<file path="config.mk">
export PLATFORM = sky130hd
export DESIGN_NAME = gclk_gen
export DESIGN_NICKNAME = d
export VERILOG_FILES = /design/src/rtl/gclk_pkg.sv /design/src/rtl/gclk_div.sv /design/src/rtl/gclk_bitcnt.sv /design/src/rtl/gclk_gen.sv
export SDC_FILE = /design/constraint.sdc
export NUM_CORES = 1
export LEC_CHECK = 0
export BUFFER_PORTS_ARGS = -buffer_cell sky130_fd_sc_hd__buf_2
export CAP_MARGIN = 20
export CORE_ASPECT_RATIO = 0.9
export CORE_MARGIN = 10
export CORE_UTILIZATION = 36
export DETAILED_ROUTE_END_ITERATION = 10
export SYNTH_ARGS = -nofsm -noshare
export SYNTH_HDL_FRONTEND = slang
export SYNTH_SLANG_ARGS = --single-unit
</file>
<file path="constraint.sdc">
create_clock -name clk -period 2.15 [get_ports clk]
set_input_delay 0.43 -clock clk [delete_from_list [all_inputs] [get_ports clk]]
set_output_delay 0.43 -clock clk [all_outputs]
set_load 0.005 [all_outputs]
</file>
<file path="src/rtl/gclk_pkg.sv">
package gclk_pkg;
    typedef enum logic [1:0] {
        ST_IDLE = 2'd0,
        ST_LEAD = 2'd1,
        ST_RUN  = 2'd2,
        ST_TAIL = 2'd3
    } gclk_state_e;
endpackage

</file>
<file path="src/rtl/gclk_div.sv">
// Half-period tick source with deferred divider update.
module gclk_div #(
    parameter int DIV_W   = 8,
    parameter int DIV_RST = 3
) (
    input  logic             clk,
    input  logic             rst,
    input  logic             idle,
    input  logic             wr,
    input  logic [DIV_W-1:0] wr_val,
    output logic             tick,
    output logic [DIV_W-1:0] div_act
);
    typedef struct packed {
        logic [DIV_W-1:0] cnt;
        logic [DIV_W-1:0] act;
        logic [DIV_W-1:0] pend;
        logic             pend_vld;
    } div_st_t;

    localparam logic [DIV_W-1:0] RST_VAL = DIV_W'(DIV_RST);

    div_st_t q, d;

    always_comb begin
        d = q;
        if (idle) begin
            d.cnt = '0;
            if (wr) begin
                d.act      = wr_val;
                d.pend_vld = 1'b0;
            end else if (q.pend_vld) begin
                d.act      = q.pend;
                d.pend_vld = 1'b0;
            end
        end else begin
            if (q.cnt == q.act) d.cnt = '0;
            else                d.cnt = q.cnt + 1'b1;
            if (wr) begin
                d.pend     = wr_val;
                d.pend_vld = 1'b1;
            end
        end
    end

    always_ff @(posedge clk) begin
        if (rst) begin
            q.cnt      <= '0;
            q.act      <= RST_VAL;
            q.pend     <= '0;
            q.pend_vld <= 1'b0;
        end else begin
            q <= d;
        end
    end

    assign tick    = !idle && (q.cnt == q.act);
    assign div_act = q.act;

    // the active rate is frozen whenever a transaction is in flight
    p_div_hold_r6: assert property (@(posedge clk) disable iff (rst)
        !idle |=> $stable(q.act));
    // the half-period counter never passes the active divider
    p_cnt_bound_r2: assert property (@(posedge clk) disable iff (rst)
        q.cnt <= q.act);
endmodule

</file>
<file path="src/rtl/gclk_bitcnt.sv">
// Remaining-bit counter for the running transaction.
module gclk_bitcnt #(
    parameter int CNT_W = 8
) (
    input  logic             clk,
    input  logic             rst,
    input  logic             load,
    input  logic [CNT_W-1:0] load_val,
    input  logic             dec,
    output logic [CNT_W-1:0] left
);
    logic [CNT_W-1:0] left_q, left_d;

    always_comb begin
        left_d = left_q;
        if (load)     left_d = load_val;
        else if (dec) left_d = left_q - 1'b1;
    end

    always_ff @(posedge clk) begin
        if (rst) left_q <= '0;
        else     left_q <= left_d;
    end

    assign left = left_q;

    // a bit is never retired when none remain
    p_no_underflow_r4: assert property (@(posedge clk) disable iff (rst)
        dec |-> left_q != '0);
endmodule

</file>
<file path="src/rtl/gclk_gen.sv">
// Gated serial device clock with chip-select framing.
module gclk_gen #(
    parameter int DIV_W   = 8,
    parameter int CNT_W   = 8,
    parameter int DIV_RST = 3
) (
    input  logic             clk,
    input  logic             rst,
    input  logic             div_wr,
    input  logic [DIV_W-1:0] div_val,
    input  logic             start,
    input  logic [CNT_W-1:0] nbits,
    output logic             busy,
    output logic             done,
    output logic             cs_n,
    output logic             sclk,
    output logic             rise_stb,
    output logic             fall_stb
);
    import gclk_pkg::*;

    localparam int TAIL_TICKS = 4;
    localparam int PH_W       = $clog2(TAIL_TICKS);
    localparam logic [PH_W-1:0] PH_LAST = PH_W'(TAIL_TICKS - 1);

    typedef struct packed {
        gclk_state_e      state;
        logic [PH_W-1:0]  ph;
        logic             cs_n;
        logic             sclk;
        logic             rise;
        logic             fall;
        logic             done;
        logic             busy;
    } seq_st_t;

    seq_st_t q, d;

    logic             tick;
    logic [DIV_W-1:0] div_act;
    logic [CNT_W-1:0] left;
    logic             accept;
    logic             bit_dec;

    assign accept  = (q.state == ST_IDLE) && start;
    assign bit_dec = tick && (q.state == ST_RUN) && q.sclk;

    gclk_div #(.DIV_W(DIV_W), .DIV_RST(DIV_RST)) u_div (
        .clk     (clk),
        .rst     (rst),
        .idle    (q.state == ST_IDLE),
        .wr      (div_wr),
        .wr_val  (div_val),
        .tick    (tick),
        .div_act (div_act)
    );

    gclk_bitcnt #(.CNT_W(CNT_W)) u_bits (
        .clk      (clk),
        .rst      (rst),
        .load     (accept),
        .load_val (nbits),
        .dec      (bit_dec),
        .left     (left)
    );

    always_comb begin
        d      = q;
        d.rise = 1'b0;
        d.fall = 1'b0;
        d.done = 1'b0;
        unique case (q.state)
            ST_IDLE: begin
                if (start) begin
                    d.state = ST_LEAD;
                    d.cs_n  = 1'b0;
                    d.busy  = 1'b1;
                end
            end
            ST_LEAD: begin
                if (tick) begin
                    d.state = (left == '0) ? ST_TAIL : ST_RUN;
                    d.ph    = '0;
                end
            end
            ST_RUN: begin
                if (tick) begin
                    if (!q.sclk) begin
                        d.sclk = 1'b1;
                        d.rise = 1'b1;
                    end else begin
                        d.sclk = 1'b0;
                        d.fall = 1'b1;
                        if (left == CNT_W'(1)) begin
                            d.state = ST_TAIL;
                            d.ph    = '0;
                        end
                    end
                end
            end
            ST_TAIL: begin
                if (tick) begin
                    if (q.ph == PH_LAST) begin
                        d.state = ST_IDLE;
                        d.cs_n  = 1'b1;
                        d.busy  = 1'b0;
                        d.done  = 1'b1;
                    end else begin
                        d.ph = q.ph + 1'b1;
                    end
                end
            end
            default: d.state = ST_IDLE;
        endcase
    end

    always_ff @(posedge clk) begin
        if (rst) begin
            q.state <= ST_IDLE;
            q.ph    <= '0;
            q.cs_n  <= 1'b1;
            q.sclk  <= 1'b0;
            q.rise  <= 1'b0;
            q.fall  <= 1'b0;
            q.done  <= 1'b0;
            q.busy  <= 1'b0;
        end else begin
            q <= d;
        end
    end

    assign busy     = q.busy;
    assign done     = q.done;
    assign cs_n     = q.cs_n;
    assign sclk     = q.sclk;
    assign rise_stb = q.rise;
    assign fall_stb = q.fall;

    // clock is parked low whenever chip select is released
    p_clk_parked_r1: assert property (@(posedge clk) disable iff (rst)
        cs_n |-> !sclk);
    // strobes coincide with the clock edges they announce
    p_rise_edge_r4: assert property (@(posedge clk) disable iff (rst)
        rise_stb |-> (sclk && !$past(sclk)));
    p_fall_edge_r4: assert property (@(posedge clk) disable iff (rst)
        fall_stb |-> (!sclk && $past(sclk)));
    p_edge_strobed_r4: assert property (@(posedge clk) disable iff (rst)
        (sclk != $past(sclk)) |-> (rise_stb || fall_stb));
    // done is a single pulse at chip-select release, busy already low
    p_done_pulse_r5: assert property (@(posedge clk) disable iff (rst)
        done |=> !done);
    p_done_frame_r5: assert property (@(posedge clk) disable iff (rst)
        done |-> (cs_n && !busy));
    // chip select falls only together with busy rising
    p_cs_busy_r3: assert property (@(posedge clk) disable iff (rst)
        $fell(cs_n) |-> $rose(busy));
endmodule

</file>
==> results of run 1 <==
-- path summary, 6_finish.rpt --
| kind | end | start | slack [ns] |
|---|---|---|---|
| max | q[6] | u_div.div_act[1] | 0.03 |
| min reg2reg | u_div.q[8] | u_div.q[8] | 0.50 |
| min | u_div.q[2] | div_val[1] | 0.37 |
| max reg2reg | q[6] | u_div.div_act[1] | 0.03 |
-- worst max-delay path, cell delays in order (launching register included) --
cell and delay (ns):
sky130_fd_sc_hd__dfxtp_2 0.34, sky130_fd_sc_hd__xor2_1 0.17, sky130_fd_sc_hd__or4_4 0.56, sky130_fd_sc_hd__o31a_1 0.34, sky130_fd_sc_hd__or4_4 0.50, sky130_fd_sc_hd__a21oi_2 0.13
-- layout by cell type (no fill, tap or decap), types with 4 or more instances in the layout --
cell type / n
sky130_fd_sc_hd__a31oi_1: 4
sky130_fd_sc_hd__nand3_1: 6
sky130_fd_sc_hd__clkbuf_8: 5
sky130_fd_sc_hd__mux2i_1: 16
sky130_fd_sc_hd__dfxtp_2: 5
sky130_fd_sc_hd__or3_1: 4
sky130_fd_sc_hd__nand2_1: 8
sky130_fd_sc_hd__o31ai_1: 4
sky130_fd_sc_hd__nor2_1: 36
sky130_fd_sc_hd__xnor2_1: 4
sky130_fd_sc_hd__buf_2: 25
sky130_fd_sc_hd__buf_4: 10
sky130_fd_sc_hd__ha_1: 9
sky130_fd_sc_hd__nand4_1: 5
sky130_fd_sc_hd__a211oi_1: 7
sky130_fd_sc_hd__nor3_1: 5
sky130_fd_sc_hd__inv_1: 11
sky130_fd_sc_hd__o21ai_0: 8
sky130_fd_sc_hd__dfxtp_1: 38
sky130_fd_sc_hd__xor2_1: 11
-- routing by layer --
layer	vias to the layer above	global-route usage, %	wire (microns)
li1	906	-	-
met1	819	13.9	2480
met2	21	14.7	2020
met3	2	3.12	175
met4	0	3.88	44
met5	-	0	0
-- cell families (layout without fill, tap and decap cells) --
kind of cell / count (synthesis) / count (layout) / share of synthesized area [%]
AOI/OAI and AO/OA: 42 / 42 / 14.2
adders and majority gates: 9 / 9 / 5.33
muxes: 16 / 16 / 7.58
buffers and inverters: 21 / 55 / 3.79
and+or+nand+nor: 86 / 86 / 21.4
DFF: 43 / 43 / 40.7
xor gates and xnor gates: 16 / 16 / 6.99
-- through the flow --
step	setup WS, ns	total power (uW)	cell area, sq um
finish	0.0305	2700	2500
detailed placement	0.0451	2070	2370
global placement	0.112	2060	2370
CTS	0.0266	2720	2480
global route	-0.0141	2910	2500
floorplan	0.161	1780	2110
-- repair_timing --
action / CTS / global route
setup buffers: 0 / 0
gates resized for setup: 0 / 8
setup endpoints to repair: 0 / 3
-- area by class of cell --
class / count / area share [%]
multi-input combinational: 169 / 47.2
sequential: 43 / 34.7
timing repair buffer: 36 / 8.46
tap: 70 / 3.50
clock buffer: 5 / 2.75
clock inverter: 3 / 1.75
inverter: 11 / 1.65
-- report_power, final --
group / switching [uW] / leakage (uW) / internal (uW) / total (uW)
clock network: 295 / 0.0000581 / 346 / 641
registers: 118 / 0.000353 / 952 / 1070
logic: 564 / 0.000621 / 425 / 990
-- sequential cells by signal (all words and copies together) (netlist names), 4 cells and up --
name           count
u_div.div_act      8
u_div.q           17
u_bits.left        8
q                  4
==> impl_table.tex, run 1 <==
\begin{tabular}{lr}
\hline
Metric & Value \\
\hline
\multicolumn{2}{l}{\textbf{Synth}} \\
Avg Inst Size Synth & a little over 9 sq um \\
Share of the synthesized area in the top cell type & 40.7\% \\
Cell types with the highest counts after synthesis & sky130\_fd\_sc\_hd\_\_dfxtp\_1 (43), sky130\_fd\_sc\_hd\_\_nor2\_1 (36), sky130\_fd\_sc\_hd\_\_mux2i\_1 (16) \\
Count of mapped cells out of synthesis & $\sim$230 \\
Top flip-flop cell by instance count after synthesis & sky130\_fd\_sc\_hd\_\_dfxtp\_1 \\
Number of flops mapped to enable cells by yosys & 0 \\
Count of cell types in the netlist & 42 \\
Post-Syn Area & 0.00211 sq mm \\
Biggest area consumer among synthesized cells & sky130\_fd\_sc\_hd\_\_dfxtp\_1 \\
Count of yosys warnings during synthesis & 0 \\
Leading cell type by number of instances after synthesis & sky130\_fd\_sc\_hd\_\_dfxtp\_1 \\
Syn\_nets & 262 \\
Main area contributors after synthesis & sky130\_fd\_sc\_hd\_\_dfxtp\_1 (41\%), sky130\_fd\_sc\_hd\_\_mux2i\_1 (7.6\%), sky130\_fd\_sc\_hd\_\_nor2\_1 (6.4\%), sky130\_fd\_sc\_hd\_\_ha\_1 (5.3\%), sky130\_fd\_sc\_hd\_\_xor2\_1 (4.6\%) \\
Seq/Total Area, Yosys & 40.7\% \\
Flops \& latches, synth & 43 \\
Async set-reset flop share out of synthesis & 0\% \\
\multicolumn{2}{l}{\textbf{Route}} \\
Routed Wire Length & approximately 4700 microns \\
Total number of vias & 1748 \\
Drt pass-1 iters & 4 \\
Remaining design rule violation count & 0 \\
Via-to-Cell Ratio & between 5 and 6 \\
First-iteration detailed-routing DRC count & 44 \\
Wire per inst & $\sim$14 microns \\
Antenna Violating Nets Remaining & 0 \\
\multicolumn{2}{l}{\textbf{Place}} \\
Routability congestion estimate & around 0.77 \\
Port Buffer Count & 25 \\
Placed instance count & $\sim$330 \\
HPWL reported at the end of detailed placement & 3440 microns \\
\multicolumn{2}{l}{\textbf{Timing}} \\
Final worst path period share & a little over nine tenths \\
Relative max-transition margin & about two thirds \\
Fin. Hold Viols & 0 \\
Setup clock skew after layout & around 0.012 ns \\
Total count of max-transition violations in the final report & 0 \\
Time the worst path needs with I/O delays and setup & roughly 2.1 ns \\
Maximum frequency from static timing analysis & 0.472 GHz \\
Setup total negative slack & 0 ns \\
Number of failing setup endpoints in the final timing report & 0 \\
Slew at the pin closest to its max-slew limit & between 0.4 and 0.5 ns \\
Hold slack & 0.373 ns \\
\multicolumn{2}{l}{\textbf{Floorplan}} \\
Number of rows created at floorplan & 26 \\
X dimension of the die & about 100 microns \\
Total Die Area & slightly above 0.009 sq mm \\
Initial cell density of the core & approximately 37\% \\
Area of the placeable core & 0.00569 sq mm \\
I/O pin count & 26 \\
Die H & a little over 90 microns \\
\multicolumn{2}{l}{\textbf{Power and ir drop}} \\
Peak supply drop & approximately 0.38 mV \\
Power density cells & $\sim$1100 mW/mm\^{}2 \\
Leakage & 0.00103 uW \\
\multicolumn{2}{l}{\textbf{Global routing}} \\
GRT Total Usage & between 10\% and 20\% \\
Initial antenna violation count & 0 \\
Maximum number of pins on one net before global-route repair & 28 \\
Global-route congestion overflow total & 0 \\
First-pass GRT wire length & around 7800 microns \\
Vias in the first global route & approximately 1700 \\
\multicolumn{2}{l}{\textbf{Layout}} \\
Register area & slightly below 900 sq um \\
Count of inserted antenna diode cells & 0 \\
Number of fill cells & around 580 \\
Final Instance Count excl. Fillers & approximately 340 \\
Fraction of the core area covered by cells at the end of the flow & a little over two fifths \\
Layout Nets & slightly below 300 \\
Layout overhead on the synthesized area & 18.3\% \\
Share of post-route cells with drive strength above 1 & between 20\% and 30\% \\
Multi-input gate area in the final layout & around 0.0012 sq mm \\
\multicolumn{2}{l}{\textbf{Clock network}} \\
Clk pin slew, worst setup/hold paths & 0.09 ns \\
H-Tree Level Count & 2 \\
Number of buffers created by CTS & 5 \\
Clock Sink Count & 43 \\
Clock latency reported for the late side of the worst-skew pair & 0.31 ns \\
Max Root-Sink Buffers & 2 \\
Clock tree from TritonCTS & done \\
CTS root buf & sky130\_fd\_sc\_hd\_\_clkbuf\_8 \\
Number of hold buffers added after cts & 0 \\
\multicolumn{2}{l}{\textbf{Critical path}} \\
Kind of capture point of the worst setup path & flop \\
Maximum fanout encountered on the critical timing path & 4 \\
Sort of element at the start of the critical path & flop \\
R2R depth & 5 \\
Worst Setup Path Type & flop to flop \\
Arrival time at the worst endpoint & 2.35 ns \\
Required time of the critical path & about 2.4 ns \\
\multicolumn{2}{l}{\textbf{Run}} \\
Max Cap Violations & 0 \\
\multicolumn{2}{l}{\textbf{Hold path}} \\
Class of the tightest hold or removal check & input port to flop \\
Number of instances on the worst hold path & 3 \\
\multicolumn{2}{l}{\textbf{Run status}} \\
Status & finished, final reports clean \\
\hline
\end{tabular}
Note: power is estimated with default switching activity, not from simulation.
==> run 2, diff against run 1 <==
--- a/config.mk
+++ b/config.mk
@@ -5,12 +5,13 @@
 export SDC_FILE = /design/constraint.sdc
 export NUM_CORES = 1
 export LEC_CHECK = 0
-export BUFFER_PORTS_ARGS = -buffer_cell sky130_fd_sc_hd__buf_2
 export CAP_MARGIN = 20
 export CORE_ASPECT_RATIO = 0.9
 export CORE_MARGIN = 10
 export CORE_UTILIZATION = 36
 export DETAILED_ROUTE_END_ITERATION = 10
+export DONT_BUFFER_PORTS = 1
+export GPL_ROUTABILITY_DRIVEN = 0
 export SYNTH_ARGS = -nofsm -noshare
 export SYNTH_HDL_FRONTEND = slang
 export SYNTH_SLANG_ARGS = --single-unit
==> constraint.sdc (replaced) <==
create_clock -name clk -period 2.15 [get_ports clk]
set_input_delay 0 -clock clk [delete_from_list [all_inputs] [get_ports clk]]
set_output_delay 0 -clock clk [all_outputs]
set_load 0.005 [all_outputs]
==> run 2 against run 1 <==
  * Global-route usage up 1.0 points
  * Clock skew down 0.0036 ns
  * Critical path depth unchanged
  * Die area unchanged
  * Critical path type unchanged
  * Cell area up 5.5%
  * First-iteration DRC count up 68%
  * Register-to-register slack better by 0.05 ns
  * Via count up 0.74%
  * Routed wire length up 7.7%
  * Sequential power about the same
  * Clock power up 3.1%
  * Fmax up 2.2%
==> impl_table.tex, run 2 (synthesis results as in run 1) <==
\begin{tabular}{lr}
\hline
Metric & Value \\
\hline
\multicolumn{2}{l}{\textbf{Run status}} \\
Status & finished, final reports clean \\
\multicolumn{2}{l}{\textbf{Timing}} \\
Maximum frequency from static timing analysis & 0.482 GHz (+2.2\%) \\
Slew at the pin closest to its max-slew limit & 0.493 ns (+0.0216 ns) \\
Worst setup slack after layout & 0.0761 ns (+0.0456 ns) \\
Number of failing setup endpoints in the final timing report & 0 (unchanged) \\
Time the worst path needs with I/O delays and setup & 2.07 ns (-0.0456 ns) \\
Setup clock skew after layout & 0.00870 ns (-0.00362 ns) \\
Fin. Hold Viols & 0 (unchanged) \\
Total count of max-transition violations in the final report & 0 (unchanged) \\
Final worst path period share & 96.5\% (-2.1 points) \\
Relative max-transition margin & 67.1\% (-1.4 points) \\
Setup total negative slack & 0 ns (unchanged) \\
\multicolumn{2}{l}{\textbf{Layout}} \\
Final Instance Count excl. Fillers & 339 (+0.59\%) \\
Count of inserted antenna diode cells & 0 (unchanged) \\
Fraction of the core area covered by cells at the end of the flow & 46.3\% (+2.4 points) \\
Share of post-route cells with drive strength above 1 & 13.0\% (-8.7 points) \\
Top reg by flops & u\_div.q \\
Layout overhead on the synthesized area & 24.8\% \\
Most common library cell in the layout ignoring fill and taps & sky130\_fd\_sc\_hd\_\_dfxtp\_1 \\
Layout Nets & 297 (+0.68\%) \\
Max FFs per register & 17 (unchanged) \\
Most used cells in the layout excluding fill and tap cells & sky130\_fd\_sc\_hd\_\_dfxtp\_1 (41), sky130\_fd\_sc\_hd\_\_nor2\_1 (36), sky130\_fd\_sc\_hd\_\_dlygate4sd3\_1 (20) \\
\multicolumn{2}{l}{\textbf{Critical path}} \\
Register-to-Register Setup Slack & 0.08 ns (+0.05 ns) \\
R2R depth & 5 (unchanged) \\
Maximum fanout encountered on the critical timing path & 4 (unchanged) \\
Worst-path cell chain & xor2\_1 -> or4\_4 -> o31a\_1 -> or4\_1 -> a21oi\_1 \\
Sort of element at the start of the critical path & flop \\
Required time of the critical path & 2.38 ns (about the same) \\
Library cell contributing the largest single delay on the critical path & sky130\_fd\_sc\_hd\_\_or4\_4 \\
RR Endpoint & q[6] \\
Kind of capture point of the worst setup path & flop \\
Crit Reg-Reg Startpoint & u\_div.q[18] \\
Biggest cell delay along the critical path & 0.55 ns (about the same) \\
Arrival time at the worst endpoint & 2.30 ns (-0.05 ns) \\
Worst Setup Path Type & flop to flop \\
\multicolumn{2}{l}{\textbf{Place}} \\
Placed instance count & 307 (-6.7\%) \\
HPWL reported at the end of detailed placement & 3530 microns (+2.5\%) \\
Worst setup slack before clock tree synthesis & 0.0887 ns (+0.0435 ns) \\
Port Buffer Count & 0 (-100\%) \\
\multicolumn{2}{l}{\textbf{Route}} \\
Remaining design rule violation count & 0 (unchanged) \\
Antenna Violating Nets Remaining & 0 (unchanged) \\
Wire per inst & 15.0 microns (+7.1\%) \\
Routed Wire Length & 5080 microns (+7.7\%) \\
Via-to-Cell Ratio & 5.19 (+0.15\%) \\
Drt pass-1 iters & 4 (unchanged) \\
First-iteration detailed-routing DRC count & 74 (+68\%) \\
Total number of vias & 1761 (+0.74\%) \\
\multicolumn{2}{l}{\textbf{Floorplan}} \\
X dimension of the die & 101 microns (unchanged) \\
Area of the placeable core & 0.00569 sq mm (unchanged) \\
I/O pin count & 26 (unchanged) \\
Die H & 92.7 microns (unchanged) \\
Initial cell density of the core & 37.1\% (unchanged) \\
Number of rows created at floorplan & 26 (unchanged) \\
Total Die Area & 0.00934 sq mm (unchanged) \\
\multicolumn{2}{l}{\textbf{Global routing}} \\
First-pass GRT wire length & 8440 microns (+8.3\%) \\
Vias in the first global route & 1687 (+0.90\%) \\
Initial antenna violation count & 0 (unchanged) \\
Global-route congestion overflow total & 0 (unchanged) \\
Maximum number of pins on one net before global-route repair & 28 (unchanged) \\
GRT Total Usage & 11.2\% (+1.0 points) \\
\multicolumn{2}{l}{\textbf{Run}} \\
Max Cap Violations & 0 (unchanged) \\
\multicolumn{2}{l}{\textbf{Clock network}} \\
Clk pin slew, worst setup/hold paths & 0.09 ns (about the same) \\
Max Root-Sink Buffers & 2 (unchanged) \\
Number of buffers created by CTS & 5 (unchanged) \\
H-Tree Level Count & 2 (unchanged) \\
CTS root buf & sky130\_fd\_sc\_hd\_\_clkbuf\_8 \\
Clock latency reported for the late side of the worst-skew pair & 0.30 ns (about the same) \\
Clock tree from TritonCTS & done \\
Clock Sink Count & 43 (unchanged) \\
\multicolumn{2}{l}{\textbf{Power and ir drop}} \\
Peak supply drop & 0.383 mV (-0.44\%) \\
Power density cells & 1050 mW/mm\^{}2 (-3.0\%) \\
Leakage & 0.00105 uW (+2.0\%) \\
\multicolumn{2}{l}{\textbf{Hold path}} \\
Endpoint of the worst hold path & u\_div.div\_act[1] \\
Worst min-delay path startpoint & div\_wr \\
Number of instances on the worst hold path & 2 (-1) \\
Class of the tightest hold or removal check & input port to flop \\
\hline
\end{tabular}
-- run 2: changes by cell type in the layout (fill, tap and decap cells not counted), sizes merged --
cell / previous run / this run
dlygate4sd3: 0 / 20
buf: 36 / 18
clkbuf: 5 / 6
clkinv: 2 / 1
-- run 2: how the worst max path moves through the flow --
stage,depth (start not counted),to,start
6_report,5,q[6],u_div.q[18]
5_1_grt,5,q[6],u_div.div_act[3]
4_1_cts,5,q[6],u_div.div_act[7]
3_5_place_dp,5,q[6],u_div.div_act[7]
3_3_place_gp,5,q[6],u_div.div_act[7]
2_1_floorplan,5,q[6],u_div.div_act[7]
-- run 2: layout make-up --
class / instances / area, sq um
Multi-Input combinational cell: 169 / 1170
Clock inverter: 2 / 35.0
Clock buffer: 6 / 82.6
Sequential cell: 43 / 863
Inverter: 11 / 41.3
Fill cell: 544 / 3060
Tap cell: 70 / 87.6
Timing Repair Buffer: 38 / 355
-- run 2: where the power goes --
part           internal (uW)  switching (uW)
clock network            376             285
logic                    455             583
registers                949             118
total                   1780             985
-- run 2: worst max-delay path, delay by kind of cell (launching register included) --
family	cells	cell delay, ns
AOI/OAI and AO/OA	2	0.45
DFF	1	0.36
and+or+nand+nor	2	1.02
xor gates and xnor gates	1	0.17
-- run 2: per-layer routing --
layer	GRT usage, %	vias up	routed length, microns
li1	-	913	-
met1	14.5	811	2430
met2	17.3	34	2430
met3	2.90	3	194
met4	4.59	0	28
met5	0	-	0
-- run 2: through the flow --
| stage | hold slack, ns | total power [uW] | cell area, sq um |
|---|---|---|---|
| finish | 0.0526 | 2760 | 2640 |
| global route | 0.0746 | 2980 | 2640 |
| CTS | 0.0519 | 2770 | 2580 |
| detailed placement | 0.0746 | 2050 | 2270 |
| global placement | 0.0748 | 2040 | 2270 |
| floorplan | 0.147 | 1780 | 2110 |
-- run 2: timing repair --
item	CTS	global route
setup endpoints to repair	0	4
buffers inserted	0	3
hold buffers	20	0
hold endpoints to repair	33	0
resized for setup	0	3
